`src/rtl/cfg_load_pkg.sv`:
```
package cfg_load_pkg;
  parameter int unsigned DIV_W   = 7;
  parameter int unsigned SEL_W   = 2;
  parameter int unsigned TST_W   = 3;
  parameter int unsigned FRAME_W = DIV_W + SEL_W + TST_W;

  typedef struct packed {
    logic [TST_W-1:0] tst;
    logic [SEL_W-1:0] sel;
    logic [DIV_W-1:0] div;
  } cfg_word_t;
endpackage

```
`src/rtl/cfg_sync2.sv`:
```
module cfg_sync2 #(
  parameter int unsigned       W       = 1,
  parameter logic [W-1:0]      RST_VAL = '0
) (
  input  logic         clk,
  input  logic         rst_n,
  input  logic [W-1:0] d_i,
  output logic [W-1:0] q_o
);
  logic [W-1:0] meta_q;
  logic [W-1:0] sync_q;

  always_ff @(posedge clk or negedge rst_n) begin
    if (!rst_n) begin
      meta_q <= RST_VAL;
      sync_q <= RST_VAL;
    end else begin
      meta_q <= d_i;
      sync_q <= meta_q;
    end
  end

  assign q_o = sync_q;
endmodule

```
`src/rtl/cfg_shift.sv`:
```
module cfg_shift #(
  parameter int unsigned W = 12
) (
  input  logic         clk,
  input  logic         rst_n,
  input  logic         sclk_s,
  input  logic         sdat_s,
  output logic         sedge_o,
  output logic [W-1:0] shift_o
);
  logic         sclk_q;
  logic [W-1:0] shift_q;
  logic [W-1:0] shift_d;

  assign sedge_o = sclk_s & ~sclk_q;

  always_comb begin
    shift_d = shift_q;
    if (sedge_o) shift_d = {shift_q[W-2:0], sdat_s};
  end

  always_ff @(posedge clk or negedge rst_n) begin
    if (!rst_n) begin
      sclk_q  <= 1'b0;
      shift_q <= '0;
    end else begin
      sclk_q  <= sclk_s;
      shift_q <= shift_d;
    end
  end

  assign shift_o = shift_q;
endmodule

```
`src/rtl/cfg_latch.sv`:
```
module cfg_latch
  import cfg_load_pkg::*;
(
  input  logic                clk,
  input  logic                rst_n,
  input  logic                sld_s,
  input  logic                pld_s,
  input  logic [FRAME_W-1:0]  shift_i,
  input  logic [DIV_W-1:0]    pdiv_s,
  input  logic [SEL_W-1:0]    psel_s,
  output cfg_word_t           cfg_o
);
  cfg_word_t cfg_q;
  cfg_word_t cfg_d;
  logic      cfg_en;

  always_comb begin
    cfg_en = sld_s | ~pld_s;
    cfg_d  = cfg_q;
    if (sld_s) begin
      cfg_d = cfg_word_t'(shift_i);
    end else if (!pld_s) begin
      cfg_d.div = pdiv_s;
      cfg_d.sel = psel_s;
    end
  end

  always_ff @(posedge clk or negedge rst_n) begin
    if (!rst_n) begin
      cfg_q <= '0;
    end else if (cfg_en) begin
      cfg_q <= cfg_d;
    end
  end

  assign cfg_o = cfg_q;
endmodule

```
`src/rtl/cfg_load_if.sv`:
```
module cfg_load_if
  import cfg_load_pkg::*;
(
  input  logic             clk,
  input  logic             rst_n,
  input  logic             ser_clk_i,
  input  logic             ser_dat_i,
  input  logic             ser_ld_i,
  input  logic             par_ld_i,
  input  logic [DIV_W-1:0] par_div_i,
  input  logic [SEL_W-1:0] par_sel_i,
  output logic [DIV_W-1:0] div_o,
  output logic [SEL_W-1:0] sel_o,
  output logic [TST_W-1:0] tst_o
);
  localparam int unsigned SYNC_W = 4 + DIV_W + SEL_W;
  localparam logic [SYNC_W-1:0] SYNC_RST = {4'b0001, {(DIV_W + SEL_W){1'b0}}};

  logic [SYNC_W-1:0]  sync_d;
  logic [SYNC_W-1:0]  sync_q;
  logic               sclk_s;
  logic               sdat_s;
  logic               sld_s;
  logic               pld_s;
  logic [DIV_W-1:0]   pdiv_s;
  logic [SEL_W-1:0]   psel_s;
  logic               sedge;
  logic [FRAME_W-1:0] shift_q;
  cfg_word_t          cfg;

  assign sync_d = {ser_clk_i, ser_dat_i, ser_ld_i, par_ld_i, par_div_i, par_sel_i};

  cfg_sync2 #(.W(SYNC_W), .RST_VAL(SYNC_RST)) u_sync (
    .clk   (clk),
    .rst_n (rst_n),
    .d_i   (sync_d),
    .q_o   (sync_q)
  );

  assign {sclk_s, sdat_s, sld_s, pld_s, pdiv_s, psel_s} = sync_q;

  cfg_shift #(.W(FRAME_W)) u_shift (
    .clk     (clk),
    .rst_n   (rst_n),
    .sclk_s  (sclk_s),
    .sdat_s  (sdat_s),
    .sedge_o (sedge),
    .shift_o (shift_q)
  );

  cfg_latch u_latch (
    .clk     (clk),
    .rst_n   (rst_n),
    .sld_s   (sld_s),
    .pld_s   (pld_s),
    .shift_i (shift_q),
    .pdiv_s  (pdiv_s),
    .psel_s  (psel_s),
    .cfg_o   (cfg)
  );

  assign div_o = cfg.div;
  assign sel_o = cfg.sel;
  assign tst_o = cfg.tst;
endmodule

```
`config.mk`:
```
export PLATFORM = sky130hd
export DESIGN_NAME = cfg_load_if
export DESIGN_NICKNAME = d
export VERILOG_FILES = /design/src/rtl/cfg_load_pkg.sv /design/src/rtl/cfg_sync2.sv /design/src/rtl/cfg_shift.sv /design/src/rtl/cfg_latch.sv /design/src/rtl/cfg_load_if.sv
export SDC_FILE = /design/constraint.sdc
export NUM_CORES = 1
export LEC_CHECK = 0
export ABC_AREA = 1
export BUFFER_PORTS_ARGS = -buffer_cell sky130_fd_sc_hd__buf_2
export CAP_MARGIN = 40
export CORE_ASPECT_RATIO = 0.7
export CORE_MARGIN = 2
export CORE_UTILIZATION = 50
export CTS_CLUSTER_DIAMETER = 40
export CTS_CLUSTER_SIZE = 24
export DETAILED_ROUTE_END_ITERATION = 12
export PLACE_DENSITY = 0.75
export SYNTH_ARGS = -nofsm -noshare
export SYNTH_HDL_FRONTEND = slang
export SYNTH_SLANG_ARGS = --single-unit
```
`constraint.sdc`:
```
create_clock -name clk -period 1.2 [get_ports clk]
set_clock_uncertainty 0.15 [all_clocks]
set_input_delay 0.24 -clock clk [delete_from_list [all_inputs] [get_ports clk]]
set_output_delay 0.24 -clock clk [all_outputs]
set_load 0.03 [all_outputs]
```
==> impl_results.md, run 1 <==
- Outcome: finished with violations
- Failing checks: setup timing
- Root Buffer: clkbuf_8
- Nets: 228
- Die width: 74.6 um
- Path type of the worst setup path: flip-flop to output port
- Worst Hold Class: flip-flop to flip-flop
- First-pass GRT wire length: 5.18 mm
- GRT overflow: 0
- Crit path max-delay cell type: dfrtp_1
- Gate power share: 18.5%
- Yosys top cell area share: 70.2%
- Max Used Layer: met4
- Vias in the first global route: 1196
- Routed via count: 1184
- Sequential share of power: 54.1%
- Detail Route met2 WL: 1.44 mm
- Min Tclk post-route: 1.25 ns
- # DRC: 0
- Mapped Nets: 173
- Final WL: 3.08 mm
- Worst Path Buf+Inv: 1
- Crit-path max cell delay: 0.41 ns
- Peak supply drop: 1.10 mV
- Wire length on met3: 123 um
- Detailed placement HPWL: 1.98 mm
- Ant. Diodes: 0
- Met1 wire length: 1.44 mm
- Worst R2R Start: u_sync.q_o[10]
- Clock share of power: 27.4%
- Power, Total: 3.73 mW
- Clk Latency, worst-skew pair: 0.30 ns
- Power per Cell Area: 1610 nW/um^2
- Internal power: 2.70 mW
- Top delay family on crit path: flip-flops
- Critical Path Start Type: flip-flop
- Critical Path RT: 0.81 ns
- PortBufs: 26
- Drt first pass iters: 4
- Synthesized area: 1750 sq um
- Syn_area_per_cell: 11.1 sq um
- DR WL/cell: 11.8 um
- Seq/Total Area, Yosys: 73.2%
- CTS tree: yes
- Cell taking the most area after synthesis: dfrtp_1
- DR iter-0 viols: 61
- Max_cap viols: 0
- Cells after synthesis: 158
- Die height: 53.5 um
- Synth-to-layout area growth: 32.7%
- Number of H-tree levels: 2
- CP max FO: 2
- Tcrit/Tclk final: 104%
- Cell Chain, Critical Path: buf_6
- Clock-pin transition on the worst setup and hold timing paths: 0.09 ns
- Initial antenna violation count: 0
- Die area: 3990 sq um
- CTS Sinks: 51
- TritonCTS Buffers: 5
- Fmax: 801 MHz
- Rel. slew slack: 82.7%
- Critical path launch point: u_latch.cfg_o[8]
- Largest net degree at the start of global routing: 52
- GRT Total Usage: 18.4%
- Core Box Area: 3230 sq um
- Final antenna-violating net count: 0
- Fin. max-slew vios: 0
- Vias/cell: 4.54
- Most frequent cells in the layout: 57 x nand2_1, 49 x dfrtp_1, 20 x inv_1
- Initial core utilization: 54.0%
- PnR worst setup slack: -0.0482 ns
- Final RePlAce weighted congestion: 0.911
- Sw power: 1.03 mW
- Layout cells sized above 1: 24.3%
- Crit path capture type: output port
- Leakage: 1.21 nW
- Number of synthesized register bits: 51
- Setup TNS: -0.405 ns
- Fin area: 2320 sq um
- Most common cell after layout, fill and taps aside: nand2_1
- Least-Margin Pin Slew: 0.259 ns
- # IOs: 27
- Post-synthesis cell type count: 13
- Area post-placement: 1930 sq um
- Cell Rows: 17
- CP arrival: 0.86 ns
- YS warnings: 0
- HP Start: u_sync.meta_q[4]
- Clock Tree Buf Depth: 2
- RSZ-0062 raised after global routing: yes
- Endpoints failing hold: 0
- Synth top area cells: dfrtp_1 70%, nand2_1 12%, inv_1 4.3%, nand3_1 3.2%, dfstp_2 3.0%
- Sw Share: 27.7%
- # setup viols final: 12
## path summary, 6_finish.rpt
kind / cells past startpoint / slack (ns) / end
worst max-delay path: 1 / -0.05 / sel_o[1]
worst min-delay path: 0 / 0.21 / u_sync.q_o[4]
worst max register to register: 5 / 0.07 / u_latch.cfg_o[1]
worst min register to register: 0 / 0.21 / u_sync.q_o[4]
max in group asynchronous: 3 / 0.33 / u_sync.q_o[9]
min in group asynchronous: 3 / 0.28 / u_sync.meta_q[2]
## metrics by stage
stage | utilization [%] | worst slack (ns) | instances | hold WS [ns]
floorplan | - | 0.184 | 158 | -0.206
global placement | 59.7 | 0.0995 | 230 | 0.0863
detailed placement | 59.7 | 0.0482 | 230 | 0.0949
CTS | 71.2 | -0.0606 | 260 | 0.208
global route | 71.7 | -0.0661 | 261 | 0.217
finish | 71.7 | -0.0482 | 261 | 0.206
## cells in the mapped netlist
| cell | n |
|---|---|
| inv_2 | 1 |
| nand2_2 | 1 |
| o21ai_0 | 8 |
| nand2_4 | 1 |
| buf_4 | 1 |
| o21ai_1 | 3 |
| inv_1 | 20 |
| dfstp_2 | 2 |
| nand3_1 | 11 |
| inv_4 | 1 |
| buf_6 | 3 |
| dfrtp_1 | 49 |
| nand2_1 | 57 |
## final cells by class
| class | instances | area, sq um |
|---|---|---|
| Clock inverter | 2 | 16.3 |
| Sequential cell | 51 | 1280 |
| Fill cell | 239 | 915 |
| Timing Repair Buffer | 52 | 448 |
| Clock buffer | 6 | 82.6 |
| Multi-Input combinational cell | 81 | 347 |
| Tap cell | 47 | 58.8 |
| Inverter | 22 | 87.6 |
## per-layer routing
metal  vias up  global-route usage [%]
li1        581                       -
met1       562                    22.7
met2        32                    29.2
met3         9                    5.33
met4         0                    10.7
met5         -                       0
## registers in the layout, indices dropped and copies added (netlist names)
name,cells
u_shift.sclk_q,1
u_latch.cfg_o,12
u_shift.shift_o,12
u_sync.meta_q,13
u_sync.q_o,13
## kinds of logic (layout without fill, tap and decap cells)
logic type	after synthesis	count (layout)	synth area share, %
compound gates	11	11	3.15
simple gates	70	70	16.4
buf+inv	26	82	7.23
flops	51	51	73.2
## power groups by stage
stage / Combinational [mW] / Clock, mW / Sequential, mW
6_report: 0.691 / 1.02 / 2.02
5_1_grt: 0.762 / 1.11 / 2.04
4_1_cts: 0.687 / 1.04 / 2.01
3_5_place_dp: 0.512 / 0 / 2.03
3_3_place_gp: 0.494 / 0 / 2.03
2_1_floorplan: 0.204 / 0 / 2.15
## repair_timing
item	in CTS	in global routing
hold buffers	14	0
endpoints found under the setup margin	12	32
endpoints found under the hold margin	62	0
resized for setup	24	2
buffers inserted	8	1
Note: power is estimated with default switching activity, not from simulation.
==> inputs of run 2 (changes only) <==
--- a/config.mk
+++ b/config.mk
@@ -14,7 +14,7 @@
 export CTS_CLUSTER_DIAMETER = 40
 export CTS_CLUSTER_SIZE = 24
 export DETAILED_ROUTE_END_ITERATION = 12
-export PLACE_DENSITY = 0.75
+export PLACE_DENSITY = 0.8
 export SYNTH_ARGS = -nofsm -noshare
 export SYNTH_HDL_FRONTEND = slang
 export SYNTH_SLANG_ARGS = --single-unit
==> run 2 against run 1 <==
Compared with the run above:
- the flow still finishes with violations (setup timing)
- worst hold slack worse by 0.029 ns
- final cell count rose by 4.2%
- setup slack got worse by 0.0062 ns
- critical path depth stayed put
- fmax down 0.50%
- via count is 5.1% higher
- global-route usage is 0.46 points lower
- register-to-register slack barely moved
- flip-flop and latch count unchanged
- non-clock buffer count rose by 11
- critical path type unchanged
- largest power group unchanged
==> impl_results.md, run 2 (synthesis results as in run 1) <==
- FF-to-FF setup slack: 0.07 ns (about the same)
- Sequential standard cell area: 1280 sq um (unchanged)
- Fin. max-slew vios: 0 (unchanged)
- CTS tree: yes
- Largest net degree at the start of global routing: 25 (-52%)
- Clk Latency, worst-skew pair: 0.30 ns (about the same)
- DR WL/cell: 11.8 um (about the same)
- Root Buffer: clkbuf_8
- # IOs: 27 (unchanged)
- Most frequent cells in the layout: 57 x nand2_1, 49 x dfrtp_1, 22 x buf_4
- TritonCTS Buffers: 5 (unchanged)
- Clock-pin transition on the worst setup and hold timing paths: 0.09 ns (about the same)
- Critical Path RT: 0.81 ns (about the same)
- Nets: 239 (+4.8%)
- Internal power: 2.75 mW (+1.8%)
- Path type of the worst setup path: flip-flop to output port
- Routed via count: 1244 (+5.1%)
- Tcrit/Tclk final: 105% (+0.52 points)
- Final cell count without fillers: 272 (+4.2%)
- Sw Share: 27.6% (-0.077 points)
- Crit path max-delay cell type: dfrtp_1
- Sequential share of power: 53.2% (-0.9 points)
- Die area: 3990 sq um (unchanged)
- Leakage: 1.26 nW (+4.5%)
- Number of H-tree levels: 2 (unchanged)
- Clock Tree Buf Depth: 2 (unchanged)
- Cell Chain, Critical Path: buf_6
- # DRC: 0 (unchanged)
- Top delay family on crit path: flip-flops
- CTS Sinks: 51 (unchanged)
- Fmax: 797 MHz (-0.50%)
- Die width: 74.6 um (unchanged)
- GRT Total Usage: 18.0% (-0.46 points)
- Final RePlAce weighted congestion: 0.977 (+7.3%)
- Max_cap viols: 0 (unchanged)
- Crit path capture type: output port
- Initial core utilization: 54.0% (unchanged)
- Area occupied by multi-input gates: 347 sq um (unchanged)
- Drt first pass iters: 4 (unchanged)
- Worst Hold Class: input port to async pin
- Min Tclk post-route: 1.25 ns (+0.00624 ns)
- Layout cells sized above 1: 28.0% (+3.7 points)
- # setup viols final: 12 (unchanged)
- Critical Path Start Type: flip-flop
- Rel. slew slack: 83.5% (+0.78 points)
- Crit-path max cell delay: 0.41 ns (about the same)
- Clock share of power: 26.8% (-0.6 points)
- Final antenna-violating net count: 0 (unchanged)
- Initial antenna violation count: 0 (unchanged)
- Peak supply drop: 1.10 mV (-0.27%)
- Least-Margin Pin Slew: 0.248 ns (-0.0117 ns)
- GRT overflow: 0 (unchanged)
- FILL cells: 230 (-3.8%)
- Outcome: finished with violations
- RSZ-0062 raised after global routing: yes
- Ant. Diodes: 0 (unchanged)
- CP arrival: 0.86 ns (about the same)
- PnR worst setup slack: -0.0544 ns (-0.00624 ns)
- Detailed placement HPWL: 2.10 mm (+6.1%)
- Final WL: 3.20 mm (+4.1%)
- PortBufs: 26 (unchanged)
- First-pass GRT wire length: 5.22 mm (+0.68%)
- Sw power: 1.05 mW (+1.4%)
- Power, Total: 3.80 mW (+1.7%)
- Worst Path Buf+Inv: 1 (unchanged)
- CP max FO: 2 (unchanged)
- Core Box Area: 3230 sq um (unchanged)
- Endpoints failing hold: 0 (unchanged)
- Power per Cell Area: 1580 nW/um^2 (-1.8%)
- Die height: 53.5 um (unchanged)
- Placed cell count: 232 (+0.87%)
- Hold Worst Slack: 0.178 ns (-0.0288 ns)
- Gate power share: 20.0% (+1.5 points)
- Cell Rows: 17 (unchanged)
- DR iter-0 viols: 157 (+160%)
- Vias/cell: 4.57 (+0.82%)
- Vias in the first global route: 1215 (+1.6%)
- Failing checks: setup timing
- Synth-to-layout area growth: 37.5%
- Most common cell after layout, fill and taps aside: nand2_1
## run 2: layout make-up
type | count | area share [%]
clock buffers | 6 | 3.44
clock inverters | 2 | 0.677
inverters | 22 | 3.65
well taps | 47 | 2.45
repair buffers | 63 | 22.1
flip-flops and latches | 51 | 53.3
multi-input cells | 81 | 14.4
## run 2: through the flow
step	instance area (sq um)	setup slack (ns)	setup TNS, ns	util [%]
2_1_floorplan	1750	0.184	0	-
3_3_place_gp	1940	0.106	0	60.1
3_5_place_dp	1940	0.0522	0	60.1
4_1_cts	2320	-0.0496	-0.414	71.7
5_1_grt	2400	-0.0752	-0.757	74.3
6_report	2400	-0.0544	-0.459	74.3
## run 2: path summary, 6_finish.rpt
kind / from / cells past startpoint / endpoint
worst max-delay path: u_latch.cfg_o[0] / 1 / div_o[0]
worst min-delay path: rst_n / 2 / u_sync.q_o[3]
worst max register to register: u_sync.q_o[9] / 4 / u_latch.cfg_o[8]
worst min register to register: u_sync.meta_q[0] / 0 / u_sync.q_o[0]
max in group asynchronous: rst_n / 3 / u_sync.meta_q[9]
min in group clk: u_sync.meta_q[0] / 0 / u_sync.q_o[0]
## run 2: timing repair
action | in CTS | in global routing
hold endpoints to repair | 63 | 0
setup buffers | 8 | 10
setup endpoints to repair | 12 | 32
pin swaps | 0 | 0
hold buffers | 14 | 0
gates resized for setup | 24 | 2
## run 2: power by group through the flow
stage                     Sequential, mW  Combinational [mW]  Clock (mW)
final                               2.02               0.760        1.02
after global routing                2.04               0.829        1.13
after CTS                           2.02               0.690        1.03
after detailed placement            2.04               0.518           0
after global placement              2.03               0.498           0
after floorplan                     2.15               0.204           0
## run 2: metal layers
layer,share of wire (%),global-route usage [%]
met2,50,29.5
met1,44,23.9
met5,0,0
met3,4.5,5.14
met4,1.5,4.46
